`src/rtl/sairx_pkg.sv`:
```
package sairx_pkg;

  localparam int SAMPLE_W = 32;
  localparam int POS_W    = $clog2(2 * SAMPLE_W + 1);

  typedef enum logic [1:0] {
    WLEN_16  = 2'd0,
    WLEN_24  = 2'd1,
    WLEN_32  = 2'd2,
    WLEN_32X = 2'd3
  } wlen_e;

  // Number of bits per word for a word-length code.
  function automatic int wlen_bits(input logic [1:0] sel);
    case (wlen_e'(sel))
      WLEN_16: return 16;
      WLEN_24: return 24;
      default: return 32;
    endcase
  endfunction

  // Put one serial bit at slot position idx (0 = MSB) if it is inside the word.
  function automatic logic [SAMPLE_W-1:0] place_bit(
      input logic [SAMPLE_W-1:0] w,
      input logic [POS_W-1:0]    idx,
      input logic                b,
      input logic [1:0]          sel);
    logic [SAMPLE_W-1:0] r;
    r = w;
    if (int'(idx) < wlen_bits(sel)) r[SAMPLE_W - 1 - int'(idx)] = b;
    return r;
  endfunction

  // A frame is good when the halves match and the period is 32, 48 or 64.
  function automatic logic frame_legal(input logic [POS_W-1:0] l,
                                       input logic [POS_W-1:0] r);
    return (l == r) && ((int'(l) == 16) || (int'(l) == 24) || (int'(l) == 32));
  endfunction

endpackage

```
`src/rtl/sairx_sync.sv`:
```
module sairx_sync #(
  parameter int N_SIG  = 3,
  parameter int STAGES = 2
) (
  input  logic             clk,
  input  logic             rst_n,
  input  logic [N_SIG-1:0] async_in,
  output logic [N_SIG-1:0] sync_out
);

  for (genvar s = 0; s < N_SIG; s++) begin : g_sig
    logic [STAGES-1:0] pipe_q;
    always_ff @(posedge clk or negedge rst_n) begin
      if (!rst_n) pipe_q <= '0;
      else        pipe_q <= {pipe_q[STAGES-2:0], async_in[s]};
    end
    assign sync_out[s] = pipe_q[STAGES-1];
  end

endmodule

```
`src/rtl/sairx_slot_capture.sv`:
```
module sairx_slot_capture
  import sairx_pkg::*;
(
  input  logic                clk,
  input  logic                rst_n,
  input  logic                bit_stb,
  input  logic                ws_edge,
  input  logic                new_left,
  input  logic                fmt_lj,
  input  logic [1:0]          wlen_sel,
  input  logic                sdata,
  output logic                slot_done,
  output logic                done_left,
  output logic                done_active,
  output logic [SAMPLE_W-1:0] done_word
);

  localparam logic [POS_W-1:0] POS_MAX = '1;

  logic [SAMPLE_W-1:0] word_q;
  logic [POS_W-1:0]    idx_q;
  logic                chan_left_q;
  logic                active_q;
  logic [SAMPLE_W-1:0] word_tail;
  logic [SAMPLE_W-1:0] word_head;

  // Current bit placed into the running slot.
  assign word_tail = place_bit(word_q, idx_q, sdata, wlen_sel);
  // Current bit as the MSB of a fresh slot (left-justified framing).
  assign word_head = place_bit('0, '0, sdata, wlen_sel);

  always_ff @(posedge clk or negedge rst_n) begin
    if (!rst_n) begin
      word_q      <= '0;
      idx_q       <= '0;
      chan_left_q <= 1'b0;
      active_q    <= 1'b0;
      slot_done   <= 1'b0;
      done_left   <= 1'b0;
      done_active <= 1'b0;
      done_word   <= '0;
    end else begin
      slot_done <= 1'b0;
      if (bit_stb) begin
        if (ws_edge) begin
          slot_done   <= 1'b1;
          done_left   <= chan_left_q;
          done_active <= active_q;
          // I2S: the edge bit is the tail of the ending slot.
          done_word   <= fmt_lj ? word_q : word_tail;
          chan_left_q <= new_left;
          active_q    <= 1'b1;
          if (fmt_lj) begin
            word_q <= word_head;
            idx_q  <= POS_W'(1);
          end else begin
            word_q <= '0;
            idx_q  <= '0;
          end
        end else begin
          word_q <= word_tail;
          if (idx_q != POS_MAX) idx_q <= idx_q + 1'b1;
        end
      end
    end
  end


  slot_done_pulse_chk: assert property (@(posedge clk) disable iff (!rst_n)
    slot_done |=> !slot_done);


  lj_head_chk: assert property (@(posedge clk) disable iff (!rst_n)
    (bit_stb && ws_edge && fmt_lj) |=> (idx_q == POS_W'(1)));

endmodule

```
`src/rtl/sairx_frame_monitor.sv`:
```
module sairx_frame_monitor
  import sairx_pkg::*;
#(
  parameter int BAD_LIMIT = 4
) (
  input  logic clk,
  input  logic rst_n,
  input  logic bit_stb,
  input  logic ws_edge,
  input  logic new_left,
  output logic frame_err,
  output logic eval_stb,
  output logic eval_good
);

  localparam int STREAK_W = $clog2(BAD_LIMIT + 2);
  localparam logic [STREAK_W-1:0] STREAK_MAX = STREAK_W'(BAD_LIMIT + 1);
  localparam logic [POS_W-1:0]    CNT_MAX    = '1;

  logic [POS_W-1:0]    half_q;
  logic [POS_W-1:0]    left_len_q;
  logic                armed_q;
  logic                left_ok_q;
  logic [STREAK_W-1:0] streak_q;
  logic [STREAK_W-1:0] streak_inc;
  logic                eval_now;
  logic                good_now;

  assign eval_now   = bit_stb && ws_edge && armed_q && new_left && left_ok_q;
  assign good_now   = frame_legal(left_len_q, half_q);
  assign streak_inc = (streak_q == STREAK_MAX) ? streak_q : streak_q + 1'b1;

  always_ff @(posedge clk or negedge rst_n) begin
    if (!rst_n) begin
      half_q     <= '0;
      left_len_q <= '0;
      armed_q    <= 1'b0;
      left_ok_q  <= 1'b0;
      streak_q   <= '0;
      frame_err  <= 1'b0;
      eval_stb   <= 1'b0;
      eval_good  <= 1'b0;
    end else begin
      eval_stb <= eval_now;
      if (eval_now) eval_good <= good_now;
      if (bit_stb) begin
        if (ws_edge) begin
          if (new_left) begin
            left_ok_q <= 1'b0;
          end else begin
            left_len_q <= half_q;
            left_ok_q  <= armed_q;
          end
          half_q  <= POS_W'(1);
          armed_q <= 1'b1;
        end else if (half_q != CNT_MAX) begin
          half_q <= half_q + 1'b1;
        end
      end
      if (eval_now) begin
        if (good_now) begin
          streak_q  <= '0;
          frame_err <= 1'b0;
        end else begin
          streak_q  <= streak_inc;
          frame_err <= (int'(streak_inc) > BAD_LIMIT);
        end
      end
    end
  end


  good_clears_err_chk: assert property (@(posedge clk) disable iff (!rst_n)
    (eval_stb && eval_good) |-> !frame_err);


  err_onset_chk: assert property (@(posedge clk) disable iff (!rst_n)
    $rose(frame_err) |-> (eval_stb && !eval_good));


  err_holds_chk: assert property (@(posedge clk) disable iff (!rst_n)
    (frame_err && !(eval_stb && eval_good)) |=> (frame_err || (eval_stb && eval_good)));

endmodule

```
`src/rtl/serial_audio_rx.sv`:
```
module serial_audio_rx
  import sairx_pkg::*;
#(
  parameter int SYNC_STAGES = 2,
  parameter int BAD_LIMIT   = 4
) (
  input  logic                clk,
  input  logic                rst_n,
  input  logic                bclk_in,
  input  logic                wclk_in,
  input  logic                sdata_in,
  input  logic                fmt_lj,
  input  logic [1:0]          wlen_sel,
  output logic [SAMPLE_W-1:0] pcm_left,
  output logic [SAMPLE_W-1:0] pcm_right,
  output logic                pcm_valid,
  output logic                frame_err
);

  logic [2:0]          sync_v;
  logic                bck_s, ws_s, dat_s;
  logic                bck_d_q;
  logic                ws_prev_q;
  logic                have_ws_q;
  logic                bit_stb;
  logic                ws_edge;
  logic                new_left;
  logic                slot_done;
  logic                done_left;
  logic                done_active;
  logic [SAMPLE_W-1:0] done_word;
  logic                eval_stb;
  logic                eval_good;
  logic [SAMPLE_W-1:0] left_hold_q;
  logic                left_rdy_q;
  logic                right_done;
  logic                pair_fire;

  sairx_sync #(.N_SIG(3), .STAGES(SYNC_STAGES)) u_sync (
    .clk      (clk),
    .rst_n    (rst_n),
    .async_in ({sdata_in, wclk_in, bclk_in}),
    .sync_out (sync_v)
  );

  assign bck_s = sync_v[0];
  assign ws_s  = sync_v[1];
  assign dat_s = sync_v[2];

  assign bit_stb  = bck_s && !bck_d_q;
  assign ws_edge  = have_ws_q && (ws_s != ws_prev_q);
  // Left level is high for left-justified framing, low for I2S.
  assign new_left = (ws_s == fmt_lj);

  always_ff @(posedge clk or negedge rst_n) begin
    if (!rst_n) begin
      bck_d_q   <= 1'b0;
      ws_prev_q <= 1'b0;
      have_ws_q <= 1'b0;
    end else begin
      bck_d_q <= bck_s;
      if (bit_stb) begin
        ws_prev_q <= ws_s;
        have_ws_q <= 1'b1;
      end
    end
  end

  sairx_slot_capture u_cap (
    .clk         (clk),
    .rst_n       (rst_n),
    .bit_stb     (bit_stb),
    .ws_edge     (ws_edge),
    .new_left    (new_left),
    .fmt_lj      (fmt_lj),
    .wlen_sel    (wlen_sel),
    .sdata       (dat_s),
    .slot_done   (slot_done),
    .done_left   (done_left),
    .done_active (done_active),
    .done_word   (done_word)
  );

  sairx_frame_monitor #(.BAD_LIMIT(BAD_LIMIT)) u_mon (
    .clk       (clk),
    .rst_n     (rst_n),
    .bit_stb   (bit_stb),
    .ws_edge   (ws_edge),
    .new_left  (new_left),
    .frame_err (frame_err),
    .eval_stb  (eval_stb),
    .eval_good (eval_good)
  );

  assign right_done = slot_done && !done_left;
  assign pair_fire  = right_done && done_active && left_rdy_q;

  always_ff @(posedge clk or negedge rst_n) begin
    if (!rst_n) begin
      left_hold_q <= '0;
      left_rdy_q  <= 1'b0;
      pcm_left    <= '0;
      pcm_right   <= '0;
      pcm_valid   <= 1'b0;
    end else begin
      pcm_valid <= pair_fire;
      if (slot_done) begin
        if (done_left) begin
          left_hold_q <= done_word;
          left_rdy_q  <= done_active;
        end else begin
          left_rdy_q <= 1'b0;
        end
      end
      if (pair_fire) begin
        pcm_left  <= frame_err ? '0 : left_hold_q;
        pcm_right <= frame_err ? '0 : done_word;
      end
    end
  end


  valid_pulse_chk: assert property (@(posedge clk) disable iff (!rst_n)
    pcm_valid |=> !pcm_valid);


  valid_after_right_chk: assert property (@(posedge clk) disable iff (!rst_n)
    pcm_valid |-> $past(right_done));


  err_zero_out_chk: assert property (@(posedge clk) disable iff (!rst_n)
    (pcm_valid && frame_err) |-> (pcm_left == '0 && pcm_right == '0));


  edge_on_bit_chk: assert property (@(posedge clk) disable iff (!rst_n)
    slot_done |-> $past(bit_stb));

endmodule

```
`config.mk`:
```
export PLATFORM = sky130hd
export DESIGN_NAME = serial_audio_rx
export DESIGN_NICKNAME = d
export VERILOG_FILES = /design/src/rtl/sairx_pkg.sv /design/src/rtl/sairx_sync.sv /design/src/rtl/sairx_slot_capture.sv /design/src/rtl/sairx_frame_monitor.sv /design/src/rtl/serial_audio_rx.sv
export SDC_FILE = /design/constraint.sdc
export NUM_CORES = 1
export LEC_CHECK = 0
export CORE_MARGIN = 5
export CORE_UTILIZATION = 25
export DETAILED_ROUTE_END_ITERATION = 6
export RECOVER_POWER = 25
export SLEW_MARGIN = 10
export SYNTH_ARGS = -nofsm -noshare
export SYNTH_HDL_FRONTEND = slang
export SYNTH_SLANG_ARGS = --single-unit
```
`constraint.sdc`:
```
create_clock -name clk -period 5.1 [get_ports clk]
set_input_delay 1.02 -clock clk [delete_from_list [all_inputs] [get_ports clk]]
set_output_delay 1.02 -clock clk [all_outputs]
set_load 0.01 [all_outputs]
```
; Word-level counts from Yosys, hierarchy flattened
; Cells that the tools add are included.
[totals]
reg_bits = 202
latch_bits = 0
mem_bits_rw = 0
mem_bits_ro = 0
n_memories = 0
[classes]
n_addsub = 4
n_mul = 0
div_mod_pow = 0
magnitude_cmp = 5
n_eq_ne = 10
shift = 0
mux = 23
n_bitwise = 1
reduce_logical = 23
[op_table]
columns = operator, count
row1 = $mux 32, 6
row2 = $bwmux 32, 1
row3 = $ge 32x1->1 const B, 1
row4 = $lt 32x7->1 const B, 1
row5 = $mux 7, 4
row6 = $add 7x1->7 const B, 2
row7 = $eq 7x6->1 const B, 2
row8 = $ne 7x7->1 const B, 2
row9 = $pmux 6 s2, 1
row10 = $logic_and 1x1->1, 11
row11 = $mux 1, 8
row12 = $reduce_and 2->1, 4
row13 = $sub 5x7->8 const A, 1
row14 = $eq 7x7->1, 1
row15 = $eq 7x7->1 const B, 1
row16 = $lt 7x6->1, 1
row17 = $lt 1x6->1 const A, 1
row18 = $mux 3, 2
row19 = $demux 1 s5, 1
row20 = $reduce_bool 2->1, 2
row21 = $add 3x1->3 const B, 1
row22 = $eq 3x3->1 const B, 1
row23 = $gt 3x3->1 const B, 1
row24 = $reduce_and 3->1, 1
row25 = other kinds (7), 9

; Depth between registers and ports, before layout
[logic_depth]
ltp_word = 8
ltp_mapped = 8
mapped_depth_nobuf = 6

; Modules after synthesis
; Synthesis repeated with hierarchy kept, for this count alone.
[hier_totals]
hier_cells = 876
area_unflattened_um2 = 10234.8
[modules_own_cells]
columns = module, n_inst, cells_per_inst, area_per_inst_um2, seq_area_each_um2
row1 = serial_audio_rx, 1, 289, 4475.5, 2527.4
row2 = sairx_slot_capture, 1, 479, 4465.5, 1901.8
row3 = sairx_frame_monitor, 1, 99, 1121.1, 550.5
row4 = sairx_sync, 1, 9, 172.7, 150.1

; Least setup slack after synthesis
; No wires, ideal clock.
[synth_path]
kind = input -> register
from = input port wlen_sel[1]
to = register u_cap.word_q[25]
setup_time_ns = 0.132
arrival_ns = 2.407
setup_slack_ns = 2.562
path_stages = 6
path_buffers = 1
cell_sequence = ha_1 -> o21ai_1 -> o21ai_2 -> buf_2 -> o311ai_1 -> o21ai_1
[synth_via]
elab_chain_cells = 5
word_cells_on_any_way = 6
[synth_rtl]
columns = item, line_no
row1 = "start, declared", serial_audio_rx.sv:13  ; input logic [1:0] wlen_sel,
row2 = $eq 2x1->1 or $logic_not 2->1 (tied branches), sairx_pkg.sv:15  ; case (wlen_e'(sel))
row3 = $pmux 6 s2 (*), sairx_pkg.sv:15
row4 = $lt 7x6->1 (*), sairx_pkg.sv:30  ; if (int'(idx) < wlen_bits(sel)) r[SAMPLE_W - 1 - int'(idx)] = b;
row5 = $mux 32 (*), sairx_pkg.sv:30
row6 = $mux 32 (*), sairx_slot_capture.sv:45  ; if (ws_edge) begin
row7 = "end signal, assigned", sairx_slot_capture.sv:54  ; word_q <= word_head;
row8 = "end signal, assigned", sairx_slot_capture.sv:61  ; word_q <= word_tail;
row9 = "end, declared", sairx_slot_capture.sv:20  ; logic [SAMPLE_W-1:0] word_q;
; Every way passes the cells marked *; elsewhere a longest branch is shown, timed or not.
; A chain may end at the register's enable or synchronous reset.

==> metrics.csv <==
stage,metric,value,unit
status,outcome,"finished, violations left",
status,violations,"capacitance limit, slew limit",
routing,drt-total-wl,21600,um
grt,grt_max_degree,130,
layout,nets,938,
logic_synthesis,synthesis.area,9050,um2
logic_synthesis,ys_top_cells_by_area,"dfrtp_1 (56%), o21ai_0 (5.9%), mux2_2 (4.9%), nand2b_1 (4.6%), nand2_1 (4.3%)",
logic_synthesis,synth_top_cell_by_area,dfrtp_1,
layout,area_growth,20.6,%
routing,initialDrtViolationCount,461,
setup_path,path_buf_inv,1,
routing,drc,0,
grt,antenna_found_initial,1,
timing,grt_setup_unrepaired,false,
timing,min_period,3.29,ns
setup_path,critical_path.endpoint_type,async pin,
timing,finalHoldViolCount,0,
logic_synthesis,yosys_warnings,0,
layout,diodes,0,
placed_design,post_dp_cell_area,10200,um2
routing,viasPerCell,4.73,
floorplan,die_y,200,um
setup_path,path_cells,clkbuf_2,
placed_design,hpwl,14100,um
grt,grt_pass1_wl,36300,um
placed_design,gp_congestion,0.816,
floorplan,die_w,200,um
setup_path,start_kind,input port,
timing,tightestPinTransition,3.07,ns
clock_tree,clock_path_buffers,3,
clock_tree,cts.sinks,202,
power_and_ir_drop,power_density,482,nW/um2
logic_synthesis,syn-mean-instance-area,10.3,um2
logic_synthesis,yosysMostFrequentCell,dfrtp_1,
logic_synthesis,synth-edff-count,0,
routing,postRouteAntennaNets,0,
hold_path,hp-class,reg -> reg,
timing,fin_crit_sh,64.6,%
timing,slew_headroom,-105,%
floorplan,fp.coreArea,35700,um2
setup_path,cp_max_fo,121,
grt,overflow,0,
power_and_ir_drop,ir_drop,213,uV
timing,report.final.slew_viol_count,199,
routing,vias,6611,
floorplan,io_pins,74,
clock_tree,cts_made_buffers,23,
logic_synthesis,synth_seq_cells,202,
routing,wl_per_cell,15.5,um
clock_tree,h-tree-depth,1,
setup_path,max_stage_delay,2.03,ns
clock_tree,ctsHoldBuffers,0,
layout,fill_cells,3680,
logic_synthesis,synth_common_cells,"dfrtp_1 (202), o21ai_0 (107), nand2_1 (104), nand2b_1 (67), a21oi_1 (54)",
setup_path,cpLargestDelayFamily,buffers and inverters,
clock_tree,cts_setup_buffers,0,
clock_tree,clock_latency,0.53,ns
setup_path,cp_slowest_cell,clkbuf_2,
grt,first_global_vias,6587,
timing,setup_viol,0,
layout,final_cell_area,10900,um2
logic_synthesis,yosysSeqAreaShare,55.8,%
setup_path,worstPathRequired,5.04,ns
clock_tree,cts_resized,0,
floorplan,start_util,25.4,%
logic_synthesis,synthFlopType,dfrtp_1,
floorplan,dieArea,40100,um2
setup_path,worstPathArrival,3.24,ns
logic_synthesis,synth_top_area_share,55.8,%
routing,firstDrtPassIters,5,
layout,drive_gt1_share,11.4,%
grt,grt.total_usage,10.6,%
timing,fin_skew,0.0217,ns
power_and_ir_drop,leakage,4.54,nW
floorplan,rows,69,
clock_tree,cts_root_buf,clkbuf_16,
placed_design,io_buffers,73,
timing,max_freq,304,MHz
logic_synthesis,synthesis.instances,878,
timing,tns,0,ns
logic_synthesis,synthDistinctLibCells,59,
setup_path,worst-setup-path-type,in -> async,
clock_tree,clk_pin_slew,0.06,ns
run,maxCapViolations,3,
clock_tree,cts_tree,built,
power_and_ir_drop,p_total,5.27,mW
logic_synthesis,async_flop_share,100,%
logic_synthesis,synth.net_count,895,
[layout by cell type (no fill, tap or decap), types with 10 or more instances in the layout]
master and n:
a21oi_1 54, a31oi_1 27, clkbuf_16 23, clkdlybuf4s50_1 69, dfrtp_1 202, inv_1 10, mux2_2 39, nand2_1 103
nand2b_1 67, nand3_1 15, nor2_1 41, o21ai_0 107, o21ai_1 30, o311ai_0 24
[path summary, 6_finish.rpt]
path                                            from                         to  slack, ns  cells past startpoint
max                                            rst_n               pcm_right[8]       1.81                      1
min                        u_sync.g_sig[1].pipe_q[0]  u_sync.g_sig[1].pipe_q[1]       0.35                      0
max reg2reg                                  bck_d_q           u_cap.word_q[16]       2.32                      4
min reg2reg                u_sync.g_sig[1].pipe_q[0]  u_sync.g_sig[1].pipe_q[1]       0.35                      0
max in group clk                         wlen_sel[1]            u_cap.word_q[6]       2.19                      6
min in group asynchronous                      rst_n                  pcm_valid       1.41                      1
[registers in the layout (all words and copies together) (netlist names), 3 cells and up]
name / flops
u_mon.streak_q: 3
u_cap.done_word: 32
u_cap.idx_q: 7
u_mon.half_q: 7
u_mon.left_len_q: 7
pcm_right: 32
u_sync.g_sig.pipe_q: 6
u_cap.word_q: 32
left_hold_q: 32
pcm_left: 32
[report_power, final]
part | switching (mW) | total (mW) | internal (mW)
Sequential | 0.312 | 2.33 | 2.01
Combinational | 0.639 | 1.26 | 0.626
Clock | 0.663 | 1.68 | 1.01
[per-layer routing]
metal	part of all wire, %	track usage, %
met3	4.6	2.07
met4	2.2	2.63
met5	0.060	0
met2	45	16.3
met1	48	15.5
[logic make-up after synthesis]
logic type / synth area share [%]
AO/OA/AOI/OAI: 18.2
XOR/XNOR: 0.470
adder cells (fa/ha/maj): 1.24
buffers and inverters: 3.45
flip-flops: 55.8
multiplexers: 4.85
AND/OR/NAND/NOR: 15.9
[stage by stage]
| step | util (%) | instances | setup WS (ns) | hold slack, ns |
|---|---|---|---|---|
| detailed placement | 28.5 | 1357 | 1.69 | 0.337 |
| CTS | 30.7 | 1397 | 2.22 | 0.350 |
| floorplan | - | 878 | 2.56 | 0.331 |
| global route | 30.6 | 1397 | 1.19 | 0.366 |
| finish | 30.6 | 1397 | 1.81 | 0.348 |
| global placement | 28.5 | 1357 | 1.74 | 0.337 |
[layout make-up]
| type | count | area, um2 | share of cell area (%) |
|---|---|---|---|
| Tap cell | 461 | 577 | 5.28 |
| Inverter | 11 | 41.3 | 0.378 |
| Clock buffer | 37 | 718 | 6.58 |
| Clock inverter | 3 | 55.1 | 0.504 |
| Sequential cell | 202 | 5050 | 46.3 |
| Multi-Input combinational cell | 603 | 3690 | 33.8 |
| Timing Repair Buffer | 80 | 787 | 7.21 |
(Power assumes the default switching activity.)
